[config.mk]
export PLATFORM = sky130hd
export DESIGN_NAME = phase_ring
export DESIGN_NICKNAME = d
export VERILOG_FILES = /design/src/rtl/phase_ring_pkg.sv /design/src/rtl/phase_enable_map.sv /design/src/rtl/phase_next_pick.sv /design/src/rtl/phase_ring_core.sv /design/src/rtl/phase_ring.sv
export SDC_FILE = /design/constraint.sdc
export NUM_CORES = 1
export LEC_CHECK = 0
export BUFFER_PORTS_ARGS = -buffer_cell sky130_fd_sc_hd__buf_2
export CAP_MARGIN = 10
export CORE_MARGIN = 1
export CORE_UTILIZATION = 30
export CTS_BUF_LIST = sky130_fd_sc_hd__clkbuf_8
export CTS_CLUSTER_SIZE = 12
export DETAILED_ROUTE_END_ITERATION = 8
export HOLD_SLACK_MARGIN = 0.02
export PLACE_DENSITY = 0.55
export SLEW_MARGIN = 20
export SYNTH_ARGS = -nofsm -noshare
export SYNTH_HDL_FRONTEND = slang
export SYNTH_SLANG_ARGS = --single-unit
[constraint.sdc]
create_clock -name clk -period 1.2 [get_ports clk]
set_clock_uncertainty 0.05 [all_clocks]
set_input_delay 0.18 -clock clk [delete_from_list [all_inputs] [get_ports clk]]
set_output_delay 0.18 -clock clk [all_outputs]
set_load 0.02 [all_outputs]
[src/rtl/phase_ring_pkg.sv]
package phase_ring_pkg;

    localparam int unsigned DEF_STEPS = 8;

    // Decision taken by the ring for the coming clock
    typedef struct packed {
        logic launch;   // parked -> step 0
        logic advance;  // move to next enabled step
        logic wrap;     // last step -> step 0
        logic park;     // last step -> parked
    } ring_dec_t;

    function automatic ring_dec_t decide(input logic parked, input logic at_end,
                                         input logic run, input logic single_step);
        ring_dec_t d;
        d.launch  = parked & (run | single_step);
        d.advance = ~parked & ~at_end;
        d.wrap    = ~parked & at_end & run;
        d.park    = ~parked & at_end & ~run;
        return d;
    endfunction

endpackage

[src/rtl/phase_enable_map.sv]
module phase_enable_map #(
    parameter int unsigned STEPS = phase_ring_pkg::DEF_STEPS
) (
    input  logic [STEPS-1:0] bypass,
    output logic [STEPS-1:0] enabled
);
    // Step 0 is always part of the walk
    assign enabled[0] = 1'b1;
    generate
        for (genvar i = 1; i < STEPS; i++) begin : g_en
            assign enabled[i] = ~bypass[i];
        end
    endgenerate
endmodule

[src/rtl/phase_next_pick.sv]
module phase_next_pick #(
    parameter int unsigned STEPS = phase_ring_pkg::DEF_STEPS
) (
    input  logic [STEPS-1:0] cur,
    input  logic [STEPS-1:0] enabled,
    output logic [STEPS-1:0] nxt,
    output logic             at_end
);
    // pend[j]: a token left some lower step and has not yet found an enabled step
    logic [STEPS:0] pend;
    assign pend[0] = 1'b0;
    generate
        for (genvar j = 0; j < STEPS; j++) begin : g_chain
            assign nxt[j]    = pend[j] & enabled[j];
            assign pend[j+1] = cur[j] | (pend[j] & ~enabled[j]);
        end
    endgenerate
    assign at_end = pend[STEPS];
endmodule

[src/rtl/phase_ring_core.sv]
module phase_ring_core
    import phase_ring_pkg::*;
#(
    parameter int unsigned STEPS = DEF_STEPS
) (
    input  logic             clk,
    input  logic             rst,
    input  logic             run,
    input  logic             single_step,
    input  logic [STEPS-1:0] nxt,
    input  logic             at_end,
    output logic [STEPS-1:0] step_q,
    output logic             done_q
);
    localparam logic [STEPS-1:0] FIRST = {{(STEPS-1){1'b0}}, 1'b1};

    logic             parked;
    ring_dec_t        dec;
    logic [STEPS-1:0] step_d;
    logic             done_d;

    assign parked = ~|step_q;
    assign dec    = decide(parked, at_end, run, single_step);

    always_comb begin
        step_d = '0;
        if (dec.launch || dec.wrap) step_d = FIRST;
        else if (dec.advance)       step_d = nxt;
        done_d = dec.wrap | dec.park;
    end

    always_ff @(posedge clk) begin
        if (rst) begin
            step_q <= '0;
            done_q <= 1'b0;
        end else begin
            step_q <= step_d;
            done_q <= done_d;
        end
    end

    a_r2_onehot: assert property (@(posedge clk) disable iff (rst)
        $onehot0(step_q));

    a_r3_climbs: assert property (@(posedge clk) disable iff (rst)
        (!parked && !at_end) |=> (step_q > $past(step_q)));

    a_r5_start_at_zero: assert property (@(posedge clk) disable iff (rst)
        parked |=> (step_q == '0 || step_q == FIRST));

    a_r6_park_on_stop: assert property (@(posedge clk) disable iff (rst)
        (!parked && at_end && !run) |=> (step_q == '0));

    a_r9_done_follows_step: assert property (@(posedge clk) disable iff (rst)
        done_q |-> ($past(step_q) != '0));
endmodule

[src/rtl/phase_ring.sv]
module phase_ring
    import phase_ring_pkg::*;
#(
    parameter int unsigned STEPS = DEF_STEPS
) (
    input  logic             clk,
    input  logic             rst,
    input  logic             run,
    input  logic             single_step,
    input  logic [STEPS-1:0] bypass,
    output logic [STEPS-1:0] phase_oh,
    output logic             instr_done
);
    logic [STEPS-1:0] enabled;
    logic [STEPS-1:0] nxt;
    logic             at_end;

    phase_enable_map #(.STEPS(STEPS)) u_map (
        .bypass  (bypass),
        .enabled (enabled)
    );

    phase_next_pick #(.STEPS(STEPS)) u_pick (
        .cur     (phase_oh),
        .enabled (enabled),
        .nxt     (nxt),
        .at_end  (at_end)
    );

    phase_ring_core #(.STEPS(STEPS)) u_core (
        .clk         (clk),
        .rst         (rst),
        .run         (run),
        .single_step (single_step),
        .nxt         (nxt),
        .at_end      (at_end),
        .step_q      (phase_oh),
        .done_q      (instr_done)
    );

    // A bypassed step above 0 is never entered
    a_r4_no_bypassed_entry: assert property (@(posedge clk) disable iff (rst)
        (phase_oh[STEPS-1:1] != '0) |-> ((phase_oh[STEPS-1:1] & $past(bypass[STEPS-1:1])) == '0));
endmodule

Word level (Yosys, flattened, before mapping)

Cells that the tools add are included.

Register bits: 9
Input bits: 12
Output and inout port bits: 9

Muxes and demuxes: 1
Bitwise logic cells: 38
Reduce and logical (&&, ||, !) cells: 4

Operator list:

| operator           | number |
|---|---|
| 1-bit bitwise AND  | 19 |
| 1-bit NOT          | 10 |
| 1-bit OR           | 9 |
| 8-bit OR reduction | 1 |
| 3-bit OR reduction | 1 |
| 1-bit zero test    | 1 |
| 1-bit logical OR   | 1 |
| 1-bit 2-to-1 mux   | 1 |

Longest topological paths before layout

Gate-level depths: netlist of run 1.

Depth in word-level cells: 18
Depth in mapped cells: 4
Depth with buffers taken out: 4

Cells and area by module

A second synthesis of run 1 with hierarchy kept.

Cells, all modules: 64
Area, all modules: 520.5 um2

Modules (own cells, without submodules):

| module           | times used | cells an instance | area each (um2) |
|---|---|---|---|
| phase_ring_core  | 1          | 26                | 299.0 |
| phase_next_pick  | 1          | 29                | 183.9 |
| phase_enable_map | 1          | 9                 | 37.5 |

Least setup slack after synthesis of run 1

No wires, ideal clock.

Kind: reg-to-reg
Start point: register u_core.step_q[0]
End point: register u_core.step_q[1]
Setup time: 0.072 ns
Arrival time: 1.321 ns
Required time: 1.078 ns
Path slack: -0.244 ns
Stages on the path, launching flop included: 5
Buffers on the path: 0
Cells stage by stage: dfxtp_1 nor3_1 a311o_1 a21o_4 nor3b_2

Longest elaborated chain between the ends: 18

Ends and longest elaborated chain:

| element                                               | RTL line                                   | RTL |
|---|---|---|
| from (decl)                                           | phase_ring_core.sv:12                      | `output logic [STEPS-1:0] step_q,` |
| from (signal assigned)                                | phase_ring_core.sv:37                      | `step_q <= step_d;` |
| 1-bit bitwise AND                                     | phase_next_pick.sv:15                      | `assign pend[j+1] = cur[j] \| (pend[j] & ~enabled[j]);` |
| 1-bit OR                                              | phase_next_pick.sv:15                      |  |
| 1-bit bitwise AND                                     | phase_next_pick.sv:15                      |  |
| 1-bit OR                                              | phase_next_pick.sv:15                      |  |
| 1-bit bitwise AND                                     | phase_next_pick.sv:15                      |  |
| 1-bit OR                                              | phase_next_pick.sv:15                      |  |
| 1-bit bitwise AND                                     | phase_next_pick.sv:15                      |  |
| 1-bit OR                                              | phase_next_pick.sv:15                      |  |
| (+2 left out)                                         | n/a                                        |  |
| 1-bit bitwise AND                                     | phase_next_pick.sv:15                      |  |
| 1-bit OR                                              | phase_next_pick.sv:15                      |  |
| 1-bit bitwise AND                                     | phase_next_pick.sv:15                      |  |
| 1-bit OR                                              | phase_next_pick.sv:15                      |  |
| 1-bit bitwise AND / 1-bit NOT (equally long branches) | phase_ring_pkg.sv:18, phase_ring_pkg.sv:17 |  |
| 1-bit bitwise AND (on tied branches)                  | phase_ring_pkg.sv:18, phase_ring_pkg.sv:17 |  |
| 1-bit logical OR / 1-bit NOT (equally long branches)  | n/a                                        |  |
| 3-bit OR reduction (no line)                          | n/a                                        |  |

Several ways; a longest one is shown, not always the timed one.
A chain may end at the register's enable or synchronous reset.

Worst setup path in the final report of run 1

Start point: register u_core.step_q[6]
End point: register u_core.step_q[1]

Longest elaborated chain between the ends: 7

Ends and longest elaborated chain:

| element                                               | RTL line |
|---|---|
| 1-bit OR                                              | phase_next_pick.sv:15 |
| 1-bit bitwise AND                                     | phase_next_pick.sv:15 |
| 1-bit OR                                              | phase_next_pick.sv:15 |
| 1-bit bitwise AND / 1-bit NOT (equally long branches) | phase_ring_pkg.sv:18, phase_ring_pkg.sv:17 |
| 1-bit bitwise AND (on tied branches)                  | phase_ring_pkg.sv:18, phase_ring_pkg.sv:17 |
| 1-bit logical OR / 1-bit NOT (equally long branches)  | n/a |
| 3-bit OR reduction (no line) (*)                      | n/a |

Mark *: on every way between the ends. The rest lies on a longest branch, timed or not.

==> impl_table.tex, run 1 <==
\begin{tabular}{lr}
\hline
Metric & Value \\
\hline
\multicolumn{2}{l}{\textbf{Status}} \\
Run status & finished, violations left \\
Failing checks & setup timing \\
\multicolumn{2}{l}{\textbf{Worst setup path}} \\
R2R Path End & u\_core.step\_q[1]\$\_SDFF\_PP0\_ \\
Max FO, Critical Path & 6 \\
Source of the worst register-to-register timing path & u\_core.step\_q[6]\$\_SDFF\_PP0\_ \\
Endpoint type of the worst setup path & flop \\
Setup slack of the most critical reg-to-reg path & -0.11 ns \\
Data required time at the worst endpoint & $\sim$1.3 ns \\
Worst Path Arrival & 1.42 ns \\
Critical path type & flop to flop \\
Type of origin of the critical path & flop \\
R2r worst-path depth & 4 \\
\multicolumn{2}{l}{\textbf{Clock network}} \\
TritonCTS Sinks & 9 \\
Max Root-Sink Buffers & 2 \\
Clock slew at reported path FFs & 0.04 ns \\
Clock buffers created by TritonCTS & 3 \\
Clock latency on the worst-skew pair & 0.23 ns \\
Clock tree from TritonCTS & yes \\
Number of H-tree branching levels & 1 \\
Root Buffer Master & sky130\_fd\_sc\_hd\_\_clkbuf\_8 \\
\multicolumn{2}{l}{\textbf{Detailed routing}} \\
Number of iterations in the first detailed-routing pass & 4 \\
Routed wire length per instance & about 11 um \\
Routed vias & 446 \\
Remaining antenna violation count & 0 \\
Average vias per placed instance & approximately 4.7 \\
Detailed-route wire length & between 1000 and 1500 um \\
DRC violations left & 0 \\
Number of violations reported at the end of detailed-routing iteration 0 & 3 \\
\multicolumn{2}{l}{\textbf{Logic synthesis}} \\
Post-Synthesis Cells & 43 \\
Share of synthesized area occupied by flip-flops and latches & 0.415 \\
Number of synthesized register bits & 9 \\
Syn. warnings & 0 \\
Post-synthesis instance area & $\sim$430 um\^{}2 \\
Net count after synthesis & between 50 and 60 \\
Unique cell type count in the Yosys netlist & 21 \\
Syn\_area\_per\_cell & 10.1 um\^{}2 \\
\multicolumn{2}{l}{\textbf{Layout}} \\
Most common library cell in the layout ignoring fill and taps & sky130\_fd\_sc\_hd\_\_buf\_2 \\
Fraction of layout cells with a size suffix above 1 & 0.734 \\
Area occupied by multi-input gates & around 280 um\^{}2 \\
Area Growth Syn to Fin & 71.5\% \\
Flip-flop and latch area & $\sim$200 um\^{}2 \\
Util after Layout & 0.565 \\
Most frequent cells in the layout & sky130\_fd\_sc\_hd\_\_buf\_2, sky130\_fd\_sc\_hd\_\_buf\_4, sky130\_fd\_sc\_hd\_\_nor3\_2, sky130\_fd\_sc\_hd\_\_dfxtp\_4, sky130\_fd\_sc\_hd\_\_dfxtp\_2 \\
Net count of the finished layout & 92 \\
Filler instances & around 130 \\
Count of inserted antenna diode cells & 0 \\
\multicolumn{2}{l}{\textbf{Min path}} \\
Classification of the worst-slack hold path & input pin to flop \\
Number of cells on the worst hold path & 2 \\
Startpoint of the tightest hold check path & bypass[5] \\
Hold Path End & u\_core.step\_q[5]\$\_SDFF\_PP0\_ \\
\multicolumn{2}{l}{\textbf{Flow run}} \\
Number of max-cap violations & 0 \\
\multicolumn{2}{l}{\textbf{Global route}} \\
Maximum number of pins on one net before global-route repair & 7 \\
First-pass GRT wire length & between 1500 and 2000 um \\
Via count of the first global-routing pass & around 420 \\
Total global routing track utilization & 0.175 \\
Antenna violations before repair & 0 \\
Overflow left after global routing & 0 \\
\multicolumn{2}{l}{\textbf{Placed design}} \\
Detailed placement HPWL & between 700 and 800 um \\
Pre-CTS setup slack & -0.109 ns \\
Count of input and output buffers & 19 \\
Global placer's final weighted congestion & approximately 0.69 \\
\multicolumn{2}{l}{\textbf{Floorplanning}} \\
Placement row count & 13 \\
Area of the die & $\sim$1600 um\^{}2 \\
Die Span Y & between 40 and 50 um \\
Initial core utilization & 0.330 \\
Number of top-level design ports & 21 \\
Die extent in x & roughly 40 um \\
Core area & roughly 1300 um\^{}2 \\
\multicolumn{2}{l}{\textbf{Power}} \\
Power Dens Cells & 1060 nW/um\^{}2 \\
Logic pwr share & 0.169 \\
Fraction of power spent switching nets & 0.246 \\
Maximum VDD drop & approximately 0.47 mV \\
Part of the power in registers & 0.393 \\
Power dissipated by switching net loads & 193 uW \\
Part of the total power dissipated in the clock network & 0.438 \\
Cell internal pwr & just under 600 uW \\
Leakage power of the design & roughly 0.34 nW \\
Power after layout & roughly 790 uW \\
\multicolumn{2}{l}{\textbf{STA}} \\
Count of endpoints failing setup in the final report & 8 \\
Slew at the pin with the worst max-slew slack & about 0.25 ns \\
Number of endpoints with negative hold slack in the final report & 0 \\
Slew Viols, Final & 0 \\
Post-route clock period utilization & 1.09 \\
Setup repair after global routing missed its margin & yes \\
Max-slew headroom at the worst pin & 0.831 \\
Sum Neg Setup Slack & -0.643 ns \\
Top achievable clock speed & $\sim$760 MHz \\
Setup slack of the critical path after layout & -0.113 ns \\
Final critical path time including I/O delays and setup & approximately 1.3 ns \\
\hline
\end{tabular}
-- layout make-up --
class,count,area share
Tap cell,15,0.0252
Timing Repair Buffer,32,0.259
Multi-Input combinational cell,33,0.382
Clock buffer,3,0.0555
Sequential cell,9,0.269
Clock inverter,1,0.00504
Inverter,1,0.00504
-- Yosys cell counts (all sizes together) --
master,count,area share
a2111oi,1,0.035
a211oi,1,0.029
a21o,3,0.072
a21oi,4,0.046
a311o,1,0.023
a31oi,2,0.029
dfxtp,9,0.41
inv,1,0.0086
nand2,3,0.026
nand2b,1,0.014
nand3,1,0.012
nor2,3,0.026
nor3,5,0.10
nor3b,3,0.086
nor4,1,0.014
o21ai,3,0.043
o21bai,1,0.017
-- power groups by stage --
stage	clock network [mW]	logic, mW	registers [mW]
5_1_grt	0.377	0.146	0.309
4_1_cts	0.356	0.131	0.307
3_5_place_dp	0	0.121	0.312
6_report	0.344	0.133	0.309
2_1_floorplan	0	0.0585	0.319
3_3_place_gp	0	0.121	0.312
-- worst max-delay path by stage --
stage                                           start                          end  slack [ns]  cells past startpoint
after floorplan           u_core.step_q[0]$_SDFF_PP0_  u_core.step_q[1]$_SDFF_PP0_       -0.09                      4
after global placement    u_core.step_q[2]$_SDFF_PP0_  u_core.step_q[0]$_SDFF_PP0_       -0.11                      4
after detailed placement  u_core.step_q[6]$_SDFF_PP0_  u_core.step_q[1]$_SDFF_PP0_       -0.11                      4
after CTS                 u_core.step_q[6]$_SDFF_PP0_  u_core.step_q[1]$_SDFF_PP0_       -0.12                      4
after global routing      u_core.step_q[6]$_SDFF_PP0_  u_core.step_q[2]$_SDFF_PP0_       -0.18                      4
final                     u_core.step_q[6]$_SDFF_PP0_  u_core.step_q[1]$_SDFF_PP0_       -0.11                      4
-- registers in the layout, summed over array words and instances, names as in the netlist --
register	count
u_core.step_q	8
u_core.done_q	1
-- metrics by stage --
stage          instances  cell area (um^2)  hold WS, ns
6_report              94               744       0.0657
3_3_place_gp          87               652        0.306
3_5_place_dp          87               652        0.307
2_1_floorplan         43               463        0.190
4_1_cts               94               737       0.0603
5_1_grt               94               744       0.0718
-- kinds of logic after synthesis --
kind of cell	share of synthesized area
AOI/OAI and AO/OA	0.294
DFF	0.415
buffers and inverters	0.00864
and+or+nand+nor	0.282
-- critical path, cell delays in order, from the launching register on --
cell and delay (ns):
sky130_fd_sc_hd__dfxtp_4 0.35, sky130_fd_sc_hd__a21o_1 0.17, sky130_fd_sc_hd__a311o_1 0.28, sky130_fd_sc_hd__a21o_4 0.23, sky130_fd_sc_hd__nor3b_2 0.16
-- routing by layer --
metal,up-vias,global-route usage,wire length (um)
li1,239,-,-
met1,189,0.201,456
met2,16,0.298,522
met3,2,0.0667,76
met4,0,0.0517,8
met5,-,0,0
-- timing repair --
action / CTS / global route
cloned: 0 / 0
pin swaps: 4 / 5
gates resized for setup: 3 / 1
endpoints found under the setup margin: 9 / 9
buffers inserted: 3 / 0
hold buffers: 0 / 0
No activity file was read; power rests on OpenSTA's default activity.
==> run 2: changes to the inputs <==
CORE_UTILIZATION = 29   (was 30)
PLACE_DENSITY = 0.54   (was 0.55)
==> impl_table.tex, run 2 (same netlist as run 1, synthesis figures left out) <==
\begin{tabular}{lr}
\hline
Metric & Value \\
\hline
\multicolumn{2}{l}{\textbf{Layout}} \\
Most frequent cells in the layout & sky130\_fd\_sc\_hd\_\_buf\_2, sky130\_fd\_sc\_hd\_\_buf\_4, sky130\_fd\_sc\_hd\_\_nor3\_2, sky130\_fd\_sc\_hd\_\_dfxtp\_4, sky130\_fd\_sc\_hd\_\_dfxtp\_2 \\
Most common library cell in the layout ignoring fill and taps & sky130\_fd\_sc\_hd\_\_buf\_2 \\
Flip-flop and latch area & 200 um\^{}2 (unchanged) \\
Net count of the finished layout & 91 (-1.1\%) \\
Count of inserted antenna diode cells & 0 (unchanged) \\
Area Growth Syn to Fin & 67.4\% \\
Max reg flops & 8 (unchanged) \\
Area occupied by multi-input gates & 274 um\^{}2 (-3.5\%) \\
Util after Layout & 0.538 (-0.0266) \\
Largest registers ranked by flip-flop count & u\_core.step\_q (8), u\_core.done\_q (1) \\
Fraction of layout cells with a size suffix above 1 & 0.744 (+0.00941) \\
Post-route non-filler standard cell count & 93 (-1.1\%) \\
Layout Cell Area excl Fill & 727 um\^{}2 (-2.4\%) \\
Register bank with the most flops & u\_core.step\_q \\
Filler instances & 132 (+2.3\%) \\
\multicolumn{2}{l}{\textbf{Clock network}} \\
Max Root-Sink Buffers & 2 (unchanged) \\
Root Buffer Master & sky130\_fd\_sc\_hd\_\_clkbuf\_8 \\
TritonCTS Sinks & 9 (unchanged) \\
Clock tree from TritonCTS & yes \\
Number of H-tree branching levels & 1 (unchanged) \\
Cts hold-fix bufs & 0 (unchanged) \\
Clock latency on the worst-skew pair & 0.23 ns (about the same) \\
Clock buffers created by TritonCTS & 3 (unchanged) \\
Clock slew at reported path FFs & 0.05 ns (about the same) \\
\multicolumn{2}{l}{\textbf{Detailed routing}} \\
Number of violations reported at the end of detailed-routing iteration 0 & 3 (unchanged) \\
DRC violations left & 0 (unchanged) \\
Number of iterations in the first detailed-routing pass & 4 (unchanged) \\
Average vias per placed instance & 4.72 (-0.51\%) \\
Detailed-route wire length & 1010 um (-5.0\%) \\
Remaining antenna violation count & 0 (unchanged) \\
Routed vias & 439 (-1.6\%) \\
Routed wire length per instance & 10.9 um (-4.0\%) \\
\multicolumn{2}{l}{\textbf{STA}} \\
Setup repair after global routing missed its margin & yes \\
Max-slew headroom at the worst pin & 0.825 (-0.00627) \\
Top achievable clock speed & 756 MHz (-0.78\%) \\
Final critical path time including I/O delays and setup & 1.32 ns (+0.0103 ns) \\
Number of endpoints with negative hold slack in the final report & 0 (unchanged) \\
Count of endpoints failing setup in the final report & 8 (unchanged) \\
Setup slack of the critical path after layout & -0.123 ns (-0.0103 ns) \\
Slew at the pin with the worst max-slew slack & 0.262 ns (+0.00939 ns) \\
Post-route clock period utilization & 1.10 (+0.00856) \\
Sum Neg Setup Slack & -0.638 ns (+0.00467 ns) \\
Slew Viols, Final & 0 (unchanged) \\
\multicolumn{2}{l}{\textbf{Placed design}} \\
Pre-CTS setup slack & -0.125 ns (-0.0162 ns) \\
Total cell area at the placement stage & 652 um\^{}2 (unchanged) \\
Detailed placement HPWL & 824 um (+6.5\%) \\
Count of input and output buffers & 19 (unchanged) \\
Post-placement cell count & 87 (unchanged) \\
Global placer's final weighted congestion & 0.629 (-8.6\%) \\
\multicolumn{2}{l}{\textbf{Worst setup path}} \\
Worst Path Arrival & 1.43 ns (about the same) \\
Library cell contributing the largest single delay on the critical path & sky130\_fd\_sc\_hd\_\_dfxtp\_4 \\
Type of origin of the critical path & flop \\
Max FO, Critical Path & 6 (unchanged) \\
Crit. Startpoint & u\_core.step\_q[6]\$\_SDFF\_PP0\_ \\
Delay of the slowest critical-path stage & 0.35 ns (about the same) \\
Critical path type & flop to flop \\
Series of cell instances along the critical path & a21o\_1, a311o\_1, a21o\_4, nor3b\_2 \\
Data required time at the worst endpoint & 1.31 ns (about the same) \\
Source of the worst register-to-register timing path & u\_core.step\_q[6]\$\_SDFF\_PP0\_ \\
Endpoint type of the worst setup path & flop \\
\multicolumn{2}{l}{\textbf{Global route}} \\
Antenna violations before repair & 0 (unchanged) \\
Via count of the first global-routing pass & 371 (-13\%) \\
Overflow left after global routing & 0 (unchanged) \\
Met2 usage & 0.238 (-0.0603) \\
Met3 Track Usage GR & 0.0978 (+0.0312) \\
Busiest layer in global routing & met2 \\
Maximum number of pins on one net before global-route repair & 7 (unchanged) \\
Met1 capacity usage during global routing & 0.182 (-0.0186) \\
Total global routing track utilization & 0.158 (-0.0176) \\
First-pass GRT wire length & 1610 um (-11\%) \\
\multicolumn{2}{l}{\textbf{Power}} \\
Power Dens Cells & 1070 nW/um\^{}2 (+1.2\%) \\
Leakage power of the design & 0.336 nW (-1.5\%) \\
Maximum VDD drop & 0.692 mV (+48\%) \\
\multicolumn{2}{l}{\textbf{Floorplanning}} \\
Area of the die & 1660 um\^{}2 (+3.3\%) \\
Placement row count & 13 (unchanged) \\
Number of top-level design ports & 21 (unchanged) \\
Initial core utilization & 0.322 (-0.00794) \\
Die Span Y & 40.7 um (+1.6\%) \\
Core area & 1350 um\^{}2 (+2.5\%) \\
Die extent in x & 40.7 um (+1.6\%) \\
\multicolumn{2}{l}{\textbf{Flow run}} \\
Number of max-cap violations & 0 (unchanged) \\
\multicolumn{2}{l}{\textbf{Status}} \\
Run status & finished, violations left \\
Failing checks & setup timing \\
\multicolumn{2}{l}{\textbf{Min path}} \\
Classification of the worst-slack hold path & input pin to flop \\
Startpoint of the tightest hold check path & bypass[5] \\
\hline
\end{tabular}
-- run 2: cell count changes in the layout (fill, tap and decap cells not counted), sizes merged --
cell	change
buf	-1
-- run 2: metrics by stage --
step	hold slack [ns]	total power, mW
6_report	0.0681	0.777
3_5_place_dp	0.308	0.435
4_1_cts	0.0619	0.792
2_1_floorplan	0.190	0.378
5_1_grt	0.0666	0.829
3_3_place_gp	0.306	0.433
-- run 2: area by class of cell --
type,instances,area share
Multi-Input combinational cell,33,0.377
Sequential cell,9,0.275
Clock inverter,1,0.00516
Clock buffer,3,0.0568
Timing Repair Buffer,31,0.255
Inverter,1,0.00516
Tap cell,15,0.0258
-- run 2: worst max-delay path, delay by kind of cell (launching register included) --
family             cells  cell delay [ns]
and+or+nand+nor        1             0.17
DFF                    1             0.35
AOI/OAI and AO/OA      3             0.67
-- run 2: power by group --
group / switching, mW / internal [mW] / leakage [nW]
Clock: 0.121 / 0.223 / 0.0269
Sequential: 0.00639 / 0.300 / 0.0778
Combinational: 0.0616 / 0.0644 / 0.231
Total: 0.189 / 0.588 / 0.336
-- run 2: repair_timing --
item	CTS	global route
resized for setup	2	1
setup buffers	2	0
setup endpoints to repair	8	8
pin swaps	3	5
-- run 2: path summary, 6_finish.rpt --
| check | end | slack, ns | cells after the start |
|---|---|---|---|
| worst min register to register | u_core.step_q[7]$_SDFF_PP0_ | 0.47 | 2 |
| worst max register to register | u_core.step_q[1]$_SDFF_PP0_ | -0.12 | 4 |
| worst max-delay path | u_core.step_q[1]$_SDFF_PP0_ | -0.12 | 4 |
| worst min-delay path | u_core.step_q[5]$_SDFF_PP0_ | 0.07 | 2 |
-- run 2: routing by layer --
layer  share of wire  wire (um)
met1            0.50        505
met2            0.42        427
met3           0.076         77
met4               0          0
met5               0          0
==> run 3: changes to the inputs <==
clock period = 1.1 ns   (was 1.2 ns; I/O delays follow)
==> impl_table.tex, run 3 (same netlist as run 1, synthesis figures left out) <==
\begin{tabular}{lr}
\hline
Metric & Value \\
\hline
\multicolumn{2}{l}{\textbf{Power}} \\
Fraction of power spent switching nets & 0.244 (+0.000594) \\
Power Dens Cells & 1090 nW/um\^{}2 (+2.4\%) \\
Logic pwr share & 0.186 (+0.024) \\
Part of the total power dissipated in the clock network & 0.430 (-0.013) \\
Power dissipated by switching net loads & 212 uW (+12\%) \\
Part of the power in registers & 0.384 (-0.011) \\
Maximum VDD drop & 0.928 mV (+34\%) \\
Leakage power of the design & 0.362 nW (+7.6\%) \\
Cell internal pwr & 657 uW (+12\%) \\
\multicolumn{2}{l}{\textbf{Clock network}} \\
Clock latency on the worst-skew pair & 0.23 ns (about the same) \\
Clock tree from TritonCTS & yes \\
Cts hold-fix bufs & 0 (unchanged) \\
Number of H-tree branching levels & 1 (unchanged) \\
Max Root-Sink Buffers & 2 (unchanged) \\
Root Buffer Master & sky130\_fd\_sc\_hd\_\_clkbuf\_8 \\
Clock buffers created by TritonCTS & 3 (unchanged) \\
TritonCTS Sinks & 9 (unchanged) \\
Clock slew at reported path FFs & 0.05 ns (about the same) \\
\multicolumn{2}{l}{\textbf{Layout}} \\
Net count of the finished layout & 96 (+5.5\%) \\
Post-route non-filler standard cell count & 98 (+5.4\%) \\
Fraction of layout cells with a size suffix above 1 & 0.771 (+0.0275) \\
Register bank with the most flops & u\_core.step\_q \\
Largest registers ranked by flip-flop count & u\_core.step\_q (8), u\_core.done\_q (1) \\
Util after Layout & 0.589 (+0.0500) \\
Count of inserted antenna diode cells & 0 (unchanged) \\
Max reg flops & 8 (unchanged) \\
Area Growth Syn to Fin & 83.0\% \\
Most frequent cells in the layout & sky130\_fd\_sc\_hd\_\_buf\_2, sky130\_fd\_sc\_hd\_\_buf\_4, sky130\_fd\_sc\_hd\_\_dfxtp\_4 \\
\multicolumn{2}{l}{\textbf{Detailed routing}} \\
Routed vias & 462 (+5.2\%) \\
Number of iterations in the first detailed-routing pass & 2 (-2) \\
Number of violations reported at the end of detailed-routing iteration 0 & 2 (-1) \\
Average vias per placed instance & 4.71 (-0.13\%) \\
DRC violations left & 0 (unchanged) \\
Detailed-route wire length & 1060 um (+5.0\%) \\
Routed wire length per instance & 10.8 um (-0.40\%) \\
Remaining antenna violation count & 0 (unchanged) \\
\multicolumn{2}{l}{\textbf{Floorplanning}} \\
Number of top-level design ports & 21 (unchanged) \\
Initial core utilization & 0.322 (unchanged) \\
Placement row count & 13 (unchanged) \\
Die extent in x & 40.7 um (unchanged) \\
Core area & 1350 um\^{}2 (unchanged) \\
Die Span Y & 40.7 um (unchanged) \\
Area of the die & 1660 um\^{}2 (unchanged) \\
\multicolumn{2}{l}{\textbf{STA}} \\
Setup repair after global routing missed its margin & yes \\
Post-route clock period utilization & 1.19 (+0.0851) \\
Count of endpoints failing setup in the final report & 9 (+1) \\
Slew Viols, Final & 0 (unchanged) \\
Slew at the pin with the worst max-slew slack & 0.286 ns (+0.0240 ns) \\
Top achievable clock speed & 765 MHz (+1.3\%) \\
Worst hold slack after final layout & 0.0806 ns (+0.0125 ns) \\
Number of endpoints with negative hold slack in the final report & 0 (unchanged) \\
Final critical path time including I/O delays and setup & 1.31 ns (-0.0167 ns) \\
Sum Neg Setup Slack & -1.61 ns (-0.971 ns) \\
Setup slack of the critical path after layout & -0.207 ns (-0.0833 ns) \\
Max-slew headroom at the worst pin & 0.809 (-0.0160) \\
\multicolumn{2}{l}{\textbf{Min path}} \\
Classification of the worst-slack hold path & input pin to flop \\
\multicolumn{2}{l}{\textbf{Worst setup path}} \\
Critical path type & flop to flop \\
Worst Path Arrival & 1.41 ns (-0.02 ns) \\
Type of origin of the critical path & flop \\
Endpoint type of the worst setup path & flop \\
Data required time at the worst endpoint & 1.21 ns (-0.10 ns) \\
Max FO, Critical Path & 6 (unchanged) \\
\multicolumn{2}{l}{\textbf{Global route}} \\
Total global routing track utilization & 0.159 (+0.000954) \\
Overflow left after global routing & 0 (unchanged) \\
First-pass GRT wire length & 1680 um (+3.8\%) \\
Antenna violations before repair & 0 (unchanged) \\
Via count of the first global-routing pass & 396 (+6.7\%) \\
Maximum number of pins on one net before global-route repair & 7 (unchanged) \\
\multicolumn{2}{l}{\textbf{Placed design}} \\
Post-placement cell count & 92 (+5.7\%) \\
Pre-CTS setup slack & -0.216 ns (-0.0912 ns) \\
Global placer's final weighted congestion & 0.642 (+2.0\%) \\
Count of input and output buffers & 19 (unchanged) \\
\multicolumn{2}{l}{\textbf{Status}} \\
Run status & finished, violations left \\
Failing checks & setup timing \\
\multicolumn{2}{l}{\textbf{Flow run}} \\
Number of max-cap violations & 0 (unchanged) \\
\hline
\end{tabular}
## run 3: power by group through the flow
stage / clock [mW] / combinational, mW / sequential (mW)
after detailed placement: 0 / 0.146 / 0.340
after global placement: 0 / 0.146 / 0.340
final: 0.374 / 0.162 / 0.334
after CTS: 0.391 / 0.154 / 0.336
after floorplan: 0 / 0.0638 / 0.348
after global routing: 0.417 / 0.174 / 0.334
## run 3: through the flow
| step | instance area [um^2] | total power [mW] |
|---|---|---|
| after floorplan | 463 | 0.412 |
| after global placement | 689 | 0.486 |
| after detailed placement | 689 | 0.486 |
| after CTS | 767 | 0.881 |
| after global routing | 795 | 0.926 |
| final | 795 | 0.870 |
## run 3: what timing repair did
item	CTS	global route
buffers inserted	2	0
setup endpoints to repair	9	12
resized for setup	3	7
pin swaps	3	2
## run 3: critical path, cell delays in order, from the launching register on
cell and delay (ns):
sky130_fd_sc_hd__dfxtp_4 0.35, sky130_fd_sc_hd__a21o_1 0.17, sky130_fd_sc_hd__a311o_1 0.28, sky130_fd_sc_hd__a21o_4 0.23, sky130_fd_sc_hd__nor3b_2 0.15
## run 3: area by class of cell
type,instances,area (um^2)
flip-flops and latches,9,203
repair buffers,36,235
multi-input cells,33,289
fillers,124,556
clock inverters,1,3.75
inverters,1,3.75
clock buffers,3,41.3
well taps,15,18.8
## run 3: final timing paths
check,startpoint,slack [ns],end,cells past startpoint
worst max-delay path,u_core.step_q[6]$_SDFF_PP0_,-0.21,u_core.step_q[1]$_SDFF_PP0_,4
worst min-delay path,bypass[7],0.08,u_core.step_q[7]$_SDFF_PP0_,2
worst max register to register,u_core.step_q[6]$_SDFF_PP0_,-0.21,u_core.step_q[1]$_SDFF_PP0_,4
worst min register to register,u_core.step_q[7]$_SDFF_PP0_,0.48,u_core.step_q[7]$_SDFF_PP0_,2
## run 3: per-layer routing
metal | part of all wire | wire length (um) | vias up | track usage
li1 | - | - | 247 | -
met1 | 0.46 | 489 | 199 | 0.185
met2 | 0.47 | 503 | 16 | 0.262
met3 | 0.064 | 68 | 0 | 0.0652
met4 | 0 | 0 | 0 | 0.0500
met5 | 0 | 0 | - | 0
